## src/rtl/rxto_pkg.sv

```systemverilog
package rxto_pkg;
  typedef enum logic [1:0] {
    ACT_HOLD    = 2'd0,
    ACT_CLEAR   = 2'd1,
    ACT_ADVANCE = 2'd2
  } cnt_act_e;
endpackage

```

## src/rtl/rxto_rst_sync.sv

```systemverilog
module rxto_rst_sync (
  input  logic clk,
  input  logic rst_n,
  output logic srst_n
);
  logic meta_q;
  logic sync_q;

  always_ff @(posedge clk or negedge rst_n) begin
    if (!rst_n) begin
      meta_q <= 1'b0;
      sync_q <= 1'b0;
    end else begin
      meta_q <= 1'b1;
      sync_q <= meta_q;
    end
  end

  assign srst_n = sync_q;
endmodule

```

## src/rtl/rxto_frame_limit.sv

```systemverilog
module rxto_frame_limit #(
  parameter int FRAME_W  = 4,
  parameter int MIN_BITS = 7,
  parameter int MAX_BITS = 12,
  parameter int OVS      = 16,
  parameter int CHARS    = 4,
  parameter int LIM_W    = 10
) (
  input  logic [FRAME_W-1:0] frame_bits_i,
  output logic [LIM_W-1:0]   limit_o
);
  localparam int  SCALE      = OVS * CHARS;
  localparam bit  SCALE_POW2 = ((SCALE & (SCALE - 1)) == 0);
  localparam int  SHIFT      = $clog2(SCALE);

  logic [FRAME_W-1:0] bits_c;

  // Clamp the frame length into the supported range.
  always_comb begin
    if (frame_bits_i < FRAME_W'(MIN_BITS)) begin
      bits_c = FRAME_W'(MIN_BITS);
    end else if (frame_bits_i > FRAME_W'(MAX_BITS)) begin
      bits_c = FRAME_W'(MAX_BITS);
    end else begin
      bits_c = frame_bits_i;
    end
  end

  generate
    if (SCALE_POW2) begin : g_shift
      assign limit_o = LIM_W'(bits_c) << SHIFT;
    end else begin : g_mult
      assign limit_o = LIM_W'(bits_c) * LIM_W'(SCALE);
    end
  endgenerate
endmodule

```

## src/rtl/rxto_arm_qual.sv

```systemverilog
module rxto_arm_qual #(
  parameter int LVL_W = 5
) (
  input  logic             enable_i,
  input  logic [LVL_W-1:0] fifo_level_i,
  input  logic [LVL_W-1:0] trig_level_i,
  output logic             armed_o
);
  logic has_data;
  logic trig_ok;

  assign has_data = (fifo_level_i != '0);
  assign trig_ok  = (trig_level_i > LVL_W'(1));
  assign armed_o  = enable_i & has_data & trig_ok;
endmodule

```

## src/rtl/rxto_tick_counter.sv

```systemverilog
module rxto_tick_counter #(
  parameter int LIM_W = 10
) (
  input  logic                clk,
  input  logic                srst_n,
  input  rxto_pkg::cnt_act_e  act_i,
  input  logic [LIM_W-1:0]    limit_i,
  output logic                at_last_o
);
  import rxto_pkg::*;

  logic [LIM_W-1:0] count_q;
  logic [LIM_W-1:0] count_d;

  assign at_last_o = (count_q == (limit_i - LIM_W'(1)));

  always_comb begin
    count_d = count_q;
    unique case (act_i)
      ACT_CLEAR:   count_d = '0;
      ACT_ADVANCE: count_d = at_last_o ? '0 : (count_q + LIM_W'(1));
      default:     count_d = count_q;
    endcase
  end

  always_ff @(posedge clk or negedge srst_n) begin
    if (!srst_n) begin
      count_q <= '0;
    end else begin
      count_q <= count_d;
    end
  end
endmodule

```

## src/rtl/rxto_timer.sv

```systemverilog
module rxto_timer #(
  parameter int FRAME_W  = 4,
  parameter int LVL_W    = 5,
  parameter int MIN_BITS = 7,
  parameter int MAX_BITS = 12,
  parameter int OVS      = 16,
  parameter int CHARS    = 4
) (
  input  logic               clk,
  input  logic               rst_n,
  input  logic               tick16_i,
  input  logic [FRAME_W-1:0] frame_bits_i,
  input  logic               push_i,
  input  logic               pop_i,
  input  logic [LVL_W-1:0]   fifo_level_i,
  input  logic [LVL_W-1:0]   trig_level_i,
  input  logic               enable_i,
  output logic               timeout_o
);
  import rxto_pkg::*;

  localparam int LIM_W = $clog2(OVS * CHARS * MAX_BITS + 1);

  logic             srst_n;
  logic [LIM_W-1:0] limit;
  logic             armed;
  logic             at_last;
  cnt_act_e         act;
  logic             flag_q;
  logic             flag_d;

  rxto_rst_sync u_rst (
    .clk    (clk),
    .rst_n  (rst_n),
    .srst_n (srst_n)
  );

  rxto_frame_limit #(
    .FRAME_W  (FRAME_W),
    .MIN_BITS (MIN_BITS),
    .MAX_BITS (MAX_BITS),
    .OVS      (OVS),
    .CHARS    (CHARS),
    .LIM_W    (LIM_W)
  ) u_limit (
    .frame_bits_i (frame_bits_i),
    .limit_o      (limit)
  );

  rxto_arm_qual #(
    .LVL_W (LVL_W)
  ) u_arm (
    .enable_i     (enable_i),
    .fifo_level_i (fifo_level_i),
    .trig_level_i (trig_level_i),
    .armed_o      (armed)
  );

  rxto_tick_counter #(
    .LIM_W (LIM_W)
  ) u_cnt (
    .clk       (clk),
    .srst_n    (srst_n),
    .act_i     (act),
    .limit_i   (limit),
    .at_last_o (at_last)
  );

  // Priority: disarm, then pending-flag handling, then restart, then tick.
  always_comb begin
    act    = ACT_HOLD;
    flag_d = flag_q;
    if (!armed) begin
      act    = ACT_CLEAR;
      flag_d = 1'b0;
    end else if (flag_q) begin
      if (pop_i) begin
        act    = ACT_CLEAR;
        flag_d = 1'b0;
      end
    end else if (push_i || pop_i) begin
      act = ACT_CLEAR;
    end else if (tick16_i) begin
      act = ACT_ADVANCE;
      if (at_last) begin
        flag_d = 1'b1;
      end
    end
  end

  always_ff @(posedge clk or negedge srst_n) begin
    if (!srst_n) begin
      flag_q <= 1'b0;
    end else begin
      flag_q <= flag_d;
    end
  end

  assign timeout_o = flag_q;
endmodule

```

## config.mk

```make
export PLATFORM = sky130hd
export DESIGN_NAME = rxto_timer
export DESIGN_NICKNAME = d
export VERILOG_FILES = /design/src/rtl/rxto_pkg.sv /design/src/rtl/rxto_rst_sync.sv /design/src/rtl/rxto_frame_limit.sv /design/src/rtl/rxto_arm_qual.sv /design/src/rtl/rxto_tick_counter.sv /design/src/rtl/rxto_timer.sv
export SDC_FILE = /design/constraint.sdc
export NUM_CORES = 1
export LEC_CHECK = 0
export BUFFER_PORTS_ARGS = -buffer_cell sky130_fd_sc_hd__buf_4
export CAP_MARGIN = 20
export CORE_UTILIZATION = 55
export DETAILED_ROUTE_END_ITERATION = 8
export PLACE_DENSITY = 0.89
export SYNTH_ARGS = -nofsm -noshare
export SYNTH_HDL_FRONTEND = slang
export SYNTH_SLANG_ARGS = --single-unit
```

## constraint.sdc

```tcl
create_clock -name clk -period 1.38 [get_ports clk]
set_clock_uncertainty 0.2 [all_clocks]
set_input_delay 0.207 -clock clk [delete_from_list [all_inputs] [get_ports clk]]
set_output_delay 0.207 -clock clk [all_outputs]
set_load 0.005 [all_outputs]
```

==> results of run 1 <==
per-stage QoR:
| stage | hold WS, ns | area [um2] |
|---|---|---|
| 2_1_floorplan | -0.289 | 903 |
| 3_3_place_gp | -0.210 | 1220 |
| 3_5_place_dp | -0.210 | 1220 |
Yosys cell counts, drive strengths merged, types with 2 or more instances:
master / instances
a21oi: 3
and3: 3
dfrtp: 13
ha: 3
inv: 4
mux2i: 5
nand2: 15
nand2b: 2
nand3: 5
nor2: 4
nor3: 2
nor4: 2
o211ai: 3
o21ai: 7
o31ai: 3
xnor2: 2
kinds of logic after synthesis:
| family | Yosys count |
|---|---|
| flops | 13 |
| compound gates | 23 |
| buf+inv | 5 |
| other cells | 1 |
| fa+ha+maj | 3 |
| xor+xnor | 2 |
| mux | 5 |
| simple gates | 41 |
==> results by group, run 1 <==
Synthesis
  – Post-Syn Nets: 116
  – Area share of xor/xnor cells in the synthesized design: 0.0292
  – Post-synthesis simple-gate area fraction: 0.251
  – Average footprint of a synthesized cell: 9.23 um2
  – Seq/Total Area, Yosys: 0.379
  – Fraction of synthesized cell area taken by the top area cell type: 0.379
  – Cell count after synthesis: just over 90
  – Register bit count reported by yosys: 13
  – Cell variety after synth: 38
  – Post-synthesis compound-gate area fraction: 0.211
  – Adder-Cell Fraction of Synth Area: 0.0437
  – Most area-consuming cells after synthesis: sky130_fd_sc_hd__dfrtp_1 (38%), sky130_fd_sc_hd__nand2_1 (6.6%), sky130_fd_sc_hd__mux2i_1 (5.8%), sky130_fd_sc_hd__ha_1 (4.4%), sky130_fd_sc_hd__o21ai_0 (3.5%)
  – Async SR Flop Fraction: 1.00
  – Count of flip-flops with a built-in enable after synthesis: 0
  – Combinational family with the most area after synthesis: simple AND/OR/NAND/NOR gates
  – Mapped Area: roughly 860 um2
  – Mux share of post-synthesis cell area: 0.0583
  – Yosys top cell by area: sky130_fd_sc_hd__dfrtp_1
  – Most used flip-flop cell after synthesis: sky130_fd_sc_hd__dfrtp_1
  – Count of yosys warnings during synthesis: 0

Floorplanning
  – Die height: 41.5 um
  – Initial Util: 0.621
  – Floorplan die width: a little over 40 um
  – Ports: 21
  – Std-Cell Rows: 13

Clock tree
  – Post-CTS Hold Fix Bufs: 1
  – Root buffer selected by CTS: sky130_fd_sc_hd__clkbuf_4
  – Number of clock sinks: 13
  – Clock Path Buffers: 2
  – Post-cts sizing count: 13
  – Number of buffers inserted to repair setup after CTS: 4
  – CTS buffer count: 3
  – Number of H-tree branching levels: 1

Placement
  – Setup slack at placement: -0.961 ns
  – Input/output buffers: 19
  – Detailed placement HPWL: 2000 um
  – Post-Place Cells: between 100 and 150
  – Gpl congestion: 0.849

Status
  – Error that halted the flow: [ERROR DPL-0033] detailed placement checks failed during check placement.
  – Stage where the run ended: 4_1_cts
  – Run status: stopped before the end
==> run 2: changes to the inputs <==
CORE_AREA = 2 2 63 65   (was not set)
CORE_UTILIZATION = not set   (was 55)
DIE_AREA = 0 0 65 67   (was not set)
PLACE_DENSITY = not set   (was 0.89)
PLACE_DENSITY_LB_ADDON = 0.15   (was not set)
==> run 2 against run 1 <==
Effect of this change: the flow now finishes, with violations (negative hold slack, negative setup slack); area after synthesis is the same; synthesized cell count stayed put.
==> results by group, run 2 <==
Clock tree
  – Number of H-tree branching levels: 1
  – Clock slew at reported path FFs: roughly 0.060 ns
  – Clock tree from TritonCTS: yes
  – Number of clock sinks: 13
  – Root buffer selected by CTS: sky130_fd_sc_hd__clkbuf_8
  – Clock Path Buffers: 2
  – Clock latency on the worst-skew pair: 0.24 ns
  – CTS buffer count: 3

Synthesis
  – Most common cell in the synthesized netlist: sky130_fd_sc_hd__nand2_1
  – Most used flip-flop cell after synthesis: sky130_fd_sc_hd__dfrtp_1
  – Fraction of synthesized cell area taken by the top area cell type: 0.379
  – Average footprint of a synthesized cell: 9.23 um2
  – Most area-consuming cells after synthesis: sky130_fd_sc_hd__dfrtp_1 (38%), sky130_fd_sc_hd__nand2_1 (6.6%), sky130_fd_sc_hd__mux2i_1 (5.8%), sky130_fd_sc_hd__ha_1 (4.4%), sky130_fd_sc_hd__o21ai_0 (3.5%)
  – Cell variety after synth: 38
  – Count of yosys warnings during synthesis: 0
  – Count of flip-flops with a built-in enable after synthesis: 0
  – Async SR Flop Fraction: 1.00
  – Mapped Area: roughly 860 um2
  – Register bit count reported by yosys: 13
  – Top cells by count, synth: sky130_fd_sc_hd__nand2_1 (15), sky130_fd_sc_hd__dfrtp_1 (13), sky130_fd_sc_hd__o21ai_0 (6), sky130_fd_sc_hd__mux2i_1 (5), sky130_fd_sc_hd__nand3_1 (5)
  – Seq/Total Area, Yosys: 0.379
  – Yosys top cell by area: sky130_fd_sc_hd__dfrtp_1
  – Cell count after synthesis: 93
  – Post-Syn Nets: 116

STA
  – Pins Over Slew Limit: 0
  – Total setup violations reported at the end of the flow: 11
  – Maximum achievable frequency: between 0.5 and 0.6 GHz
  – Min Tclk post-route: 1.93 ns
  – Smallest hold slack: -0.00781 ns
  – Setup repair after global routing missed its margin: yes
  – Post-layout worst setup margin: -0.548 ns
  – Final hold violation count: 11
  – Post-route fraction of the period consumed by the critical path: 1.40

Layout
  – Max reg flops: 10
  – Share of post-route cells with drive strength above 1: 0.564
  – Most common cell after layout, fill and taps aside: sky130_fd_sc_hd__buf_4
  – Count of antenna diodes in the layout: 0
  – Net total in the final layout: 173
  – Relative area change from synthesis to final layout: 79.3%
  – Register with the highest flop count: u_cnt.count_q
  – Area taken by multi-input logic gates: about 670 um2
  – Number of fillers in the final layout: 369
  – Register cell area after layout: 325 um2
  – Final non-filler cell total: 197
  – Most used cells in the layout excluding fill and tap cells: sky130_fd_sc_hd__buf_4 (45), sky130_fd_sc_hd__nand2_1 (14), sky130_fd_sc_hd__dfrtp_1 (13)
  – Area of all placed cells without fillers: 1540 um2

Floorplanning
  – Ports: 21
  – Std-Cell Rows: 22
  – Floorplan die area: 4360 um2
  – Floorplan die width: ~65 um
  – Floorplan core area: 3610 um2
  – Die height: 67 um
  – Initial Util: 0.238

Critical path
  – Worst Setup End Kind: register
  – Worst Path Max Fanout: 4
  – Classification of the worst setup path: in2reg
  – Required @ worst endpoint: 1.34 ns
  – Category of the worst setup path launch point: input port
  – Crit path arrival time: 1.89 ns

Global route
  – Number of antenna violations at the first check in global routing: 0
  – Total global-route track usage: 0.127
  – Pin count of the biggest net entering global routing: 12
  – Vias in the first global route: 973
  – Global-route wire length before repair: 4230 um
  – Residual overflow from global routing: 0

Route
  – Routed WL: 2420 um
  – Detailed-route wire length per cell: 12.3 um
  – Total DRC errors in the routed layout: 0
  – Total via count in the routed design: 873
  – Vias per inst: 4.43
  – Detailed-router iteration count before antenna repair: 4
  – Post-DRT Antenna Nets: 0
  – Initial drt markers: 14

Placement
  – Detailed placement HPWL: 1620 um
  – Cell Area, Placed: 1290 um2
  – Input/output buffers: 19
  – Post-Place Cells: 184
  – Gpl congestion: between 0.7 and 0.8

Status
  – Run status: complete, but fails checks
  – Violations in the final reports: negative hold slack, negative setup slack

Pwr
  – Total power consumption of the routed design: between 0.9 and 1 mW
  – Worst-case vdd ir drop: 500 uV
  – Power density cells: 594 nW/um2
  – Total leakage power: 0.677 nW

Run
  – Total of max-cap violations: 0

Hold path
  – Class of the worst hold path: reg2async
[run 2: critical path, cell delays in order]
cell and delay (ns):
sky130_fd_sc_hd__buf_6 0.09, sky130_fd_sc_hd__or4_4 0.53, sky130_fd_sc_hd__o21ai_4 0.18, sky130_fd_sc_hd__a21oi_2 0.07, sky130_fd_sc_hd__ha_4 0.26, sky130_fd_sc_hd__or4b_4 0.47
sky130_fd_sc_hd__o211ai_1 0.09
[run 2: path summary, 6_finish.rpt]
path	start	endpoint	slack, ns	cells after the start
min	u_rst.srst_n	u_cnt.count_q[4]	-0.008	0
min reg2reg	u_rst.srst_n	u_cnt.count_q[4]	-0.008	0
min in group clk	u_rst.meta_q	u_rst.srst_n	0.15	0
max	fifo_level_i[0]	u_cnt.count_q[5]	-0.55	7
max in group asynchronous	u_rst.srst_n	u_cnt.count_q[9]	0.67	0
max reg2reg	u_cnt.count_q[0]	timeout_o	-0.47	6
[run 2: power by group]
part	internal, mW	switching, mW	leakage, nW
clock network	0.204	0.136	0.0228
logic	0.108	0.0750	0.478
registers	0.385	0.00690	0.177
total	0.696	0.218	0.677
[run 2: stage by stage]
| step | setup TNS, ns | utilization | setup WS, ns |
|---|---|---|---|
| floorplan | -6.54 | - | -0.760 |
| global placement | -8.85 | 0.357 | -0.881 |
| detailed placement | -9.08 | 0.357 | -0.896 |
| CTS | -4.91 | 0.417 | -0.547 |
| global route | -5.60 | 0.427 | -0.600 |
| finish | -4.79 | 0.427 | -0.548 |
[run 2: final cells by class]
cell class | instances | area share
clock buffers | 4 | 0.0293
inverters | 4 | 0.00976
repair buffers | 53 | 0.273
flip-flops and latches | 13 | 0.211
multi-input cells | 75 | 0.437
well taps | 48 | 0.0390
[run 2: cell families (layout without fill, tap and decap cells)]
| kind of cell | count (synthesis) | after routing | synth area share |
|---|---|---|---|
| AO/OA/AOI/OAI | 23 | 23 | 0.211 |
| buffers and inverters | 5 | 61 | 0.0233 |
| flip-flops | 13 | 13 | 0.379 |
| adder cells (fa/ha/maj) | 3 | 3 | 0.0437 |
| multiplexers | 5 | 5 | 0.0583 |
| XOR/XNOR | 2 | 2 | 0.0292 |
| other | 1 | 1 | 0.00437 |
| AND/OR/NAND/NOR | 41 | 41 | 0.251 |
[run 2: what timing repair did]
action / 4_1_cts / 5_1_grt
setup endpoints to repair: 11 / 11
cloned: 1 / 0
pin swaps: 17 / 6
buffers inserted: 7 / 0
endpoints found under the hold margin: 2 / 0
gates resized for setup: 23 / 7
hold buffers: 1 / 0
[run 2: layer usage]
| metal | global-route usage | part of all wire |
|---|---|---|
| met1 | 0.142 | 0.42 |
| met5 | 0 | 0 |
| met3 | 0.0169 | 0.018 |
| met2 | 0.250 | 0.55 |
| met4 | 0.0319 | 0.0070 |
Power figures use the tool's default switching activity.
==> run 3: changes to the inputs <==
CTS_BUF_LIST = sky130_fd_sc_hd__clkbuf_4 sky130_fd_sc_hd__clkbuf_8   (was not set)
==> run 3 against run 2 <==
Effect of this change: the flow still finishes with violations (negative hold slack, negative setup slack); register-to-register slack barely moved; clock power rose by 6.2%; hold slack got worse by 0.00056 ns; flip-flop and latch count did not move; core utilization rose by 0.10 points; non-clock buffer count did not move; sequential share of layout area fell by 0.051 points; sequential power barely moved; global-route usage barely moved; cell count did not move; combinational power barely moved; critical endpoint unchanged; largest power group unchanged; highest routed layer unchanged.
==> results by group, run 3 (synthesized netlist as in run 2, its figures left out) <==
Floorplanning
  – Ports: 21
  – Floorplan core area: 3610 um2
  – Std-Cell Rows: 22
  – Initial Util: 0.238
  – Floorplan die area: 4360 um2
  – Die height: 67 um
  – Floorplan die width: 65 um

Layout
  – Net total in the final layout: 173
  – Count of antenna diodes in the layout: 0
  – Final non-filler cell total: 197
  – Area of all placed cells without fillers: 1540 um2
  – Number of fillers in the final layout: 367
  – Most common cell after layout, fill and taps aside: sky130_fd_sc_hd__buf_4
  – Share of post-route cells with drive strength above 1: 0.570
  – Most used cells in the layout excluding fill and tap cells: sky130_fd_sc_hd__buf_4 (45), sky130_fd_sc_hd__nand2_1 (14), sky130_fd_sc_hd__dfrtp_1 (13)
  – Relative area change from synthesis to final layout: 79.7%
  – Max reg flops: 10
  – Register with the highest flop count: u_cnt.count_q

Critical path
  – Crit path arrival time: 1.89 ns
  – Cells traversed along the worst timing path: buf_6 -> or4_4 -> o21ai_4 -> a21oi_2 -> ha_4 -> or4b_4 -> o211ai_1
  – Classification of the worst setup path: in2reg
  – CP Capture Point: u_cnt.count_q[5]
  – Reg-to-reg setup timing slack: -0.47 ns
  – Maximum cell stage delay along the critical path: 0.53 ns
  – Reg2reg start: u_cnt.count_q[0]
  – WP depth: 7
  – Worst Path Max Fanout: 4
  – Category of the worst setup path launch point: input port
  – Cell family with the largest share of critical-path delay: simple AND/OR/NAND/NOR gates
  – Critical Path Source: fifo_level_i[0]
  – Worst-path cell with the longest stage delay: sky130_fd_sc_hd__or4_4
  – Register-to-Register Path Depth: 6
  – Buffers plus inverters on the worst setup path: 1
  – Reg-to-reg critical path endpoint: timeout_o
  – Worst Setup End Kind: register
  – Required @ worst endpoint: between 1 and 1.5 ns

STA
  – Total setup violations reported at the end of the flow: 11
  – Post-layout worst setup margin: -0.547 ns
  – Maximum achievable frequency: 0.519 GHz
  – Min Tclk post-route: approximately 1.9 ns
  – Setup repair after global routing missed its margin: yes
  – Pins Over Slew Limit: 0
  – Smallest hold slack: -0.00837 ns
  – Final hold violation count: 11
  – Post-route fraction of the period consumed by the critical path: 1.40
  – Sum Neg Setup Slack: -4.79 ns

Global route
  – Global-route wire length before repair: 4240 um
  – Vias in the first global route: slightly below 1000
  – Pin count of the biggest net entering global routing: 12
  – Layer with the highest usage after global routing: met2
  – GR Util met2: 0.250
  – Global-route met1 utilization: 0.143
  – Residual overflow from global routing: 0
  – Total global-route track usage: 0.127
  – GR met3 Demand/Resource: 0.0169
  – Number of antenna violations at the first check in global routing: 0

Clock tree
  – Clock latency on the worst-skew pair: approximately 0.24 ns
  – Clock slew at reported path FFs: 0.06 ns
  – Number of H-tree branching levels: 1
  – Number of clock sinks: 13
  – CTS buffer count: 3
  – Clock Path Buffers: 2
  – Clock tree from TritonCTS: yes
  – Root buffer selected by CTS: sky130_fd_sc_hd__clkbuf_8

Placement
  – Cell Area, Placed: ~1300 um2
  – Gpl congestion: 0.759
  – Post-Place Cells: approximately 180
  – Input/output buffers: 19
  – Setup slack at placement: -0.896 ns
  – Detailed placement HPWL: 1620 um

Pwr
  – Total leakage power: 0.681 nW
  – Total power consumption of the routed design: 0.935 mW
  – Clock share of power: 0.386
  – Switching share of power: 0.234
  – Flop pwr share: 0.419
  – Switching power summed over all nets: 0.219 mW
  – Power density cells: 606 nW/um2
  – P_int: 0.716 mW
  – Combinational group share of total power: 0.195
  – Worst-case vdd ir drop: 500 uV

Route
  – Vias per inst: about 4.4
  – Detailed-router iteration count before antenna repair: 3
  – Detailed-route wire length per cell: 12.3 um
  – Post-DRT Antenna Nets: 0
  – Initial drt markers: 14
  – Total via count in the routed design: between 800 and 900
  – Total DRC errors in the routed layout: 0
  – Routed WL: 2420 um

Status
  – Violations in the final reports: negative hold slack, negative setup slack
  – Run status: complete, but fails checks

Hold path
  – Class of the worst hold path: reg2async

Run
  – Total of max-cap violations: 0
==> run 3: cell counts in the layout (fill, tap and decap cells not counted) <==
Identical to the previous run, type by type.
==> run 3: per-stage QoR <==
step	hold WS, ns	util
4_1_cts	0.0125	0.418
2_1_floorplan	-0.289	-
5_1_grt	0.0487	0.428
6_report	-0.00837	0.428
3_5_place_dp	-0.209	0.357
3_3_place_gp	-0.210	0.357
==> run 3: power by group through the flow <==
stage	sequential, mW	combinational [mW]	clock [mW]
6_report	0.391	0.183	0.361
5_1_grt	0.393	0.197	0.399
4_1_cts	0.392	0.178	0.373
3_5_place_dp	0.399	0.136	0
3_3_place_gp	0.399	0.133	0
2_1_floorplan	0.396	0.0632	0
==> run 3: final cells by class <==
type,instances,area (um2),share of cell area
tap,48,60.1,0.0389
clock buffer,4,48.8,0.0316
sequential,13,325,0.211
inverter,4,15.0,0.00973
timing repair buffer,53,420,0.273
multi-input combinational,75,673,0.436
==> run 3: timing repair <==
action / in CTS / in global routing
hold endpoints to repair: 2 / 0
resized for setup: 23 / 7
endpoints found under the setup margin: 11 / 11
setup buffers: 7 / 0
hold buffers: 1 / 0
cloned: 1 / 0
pin swaps: 17 / 6
==> run 3: worst min path at each step <==
| stage | startpoint | endpoint | depth (start not counted) |
|---|---|---|---|
| 3_5_place_dp | rst_n | u_rst.srst_n | 1 |
| 5_1_grt | u_rst.srst_n | u_cnt.count_q[7] | 0 |
| 4_1_cts | u_rst.srst_n | u_cnt.count_q[4] | 0 |
| 2_1_floorplan | rst_n | u_rst.meta_q | 0 |
| 6_report | u_rst.srst_n | u_cnt.count_q[4] | 0 |
| 3_3_place_gp | rst_n | u_rst.meta_q | 1 |
==> run 3: layer usage <==
layer / vias to the layer above / share of wire
met4: 0 / 0.0070
met5: - / 0
met1: 406 / 0.42
met3: 4 / 0.018
li1: 449 / -
met2: 8 / 0.55
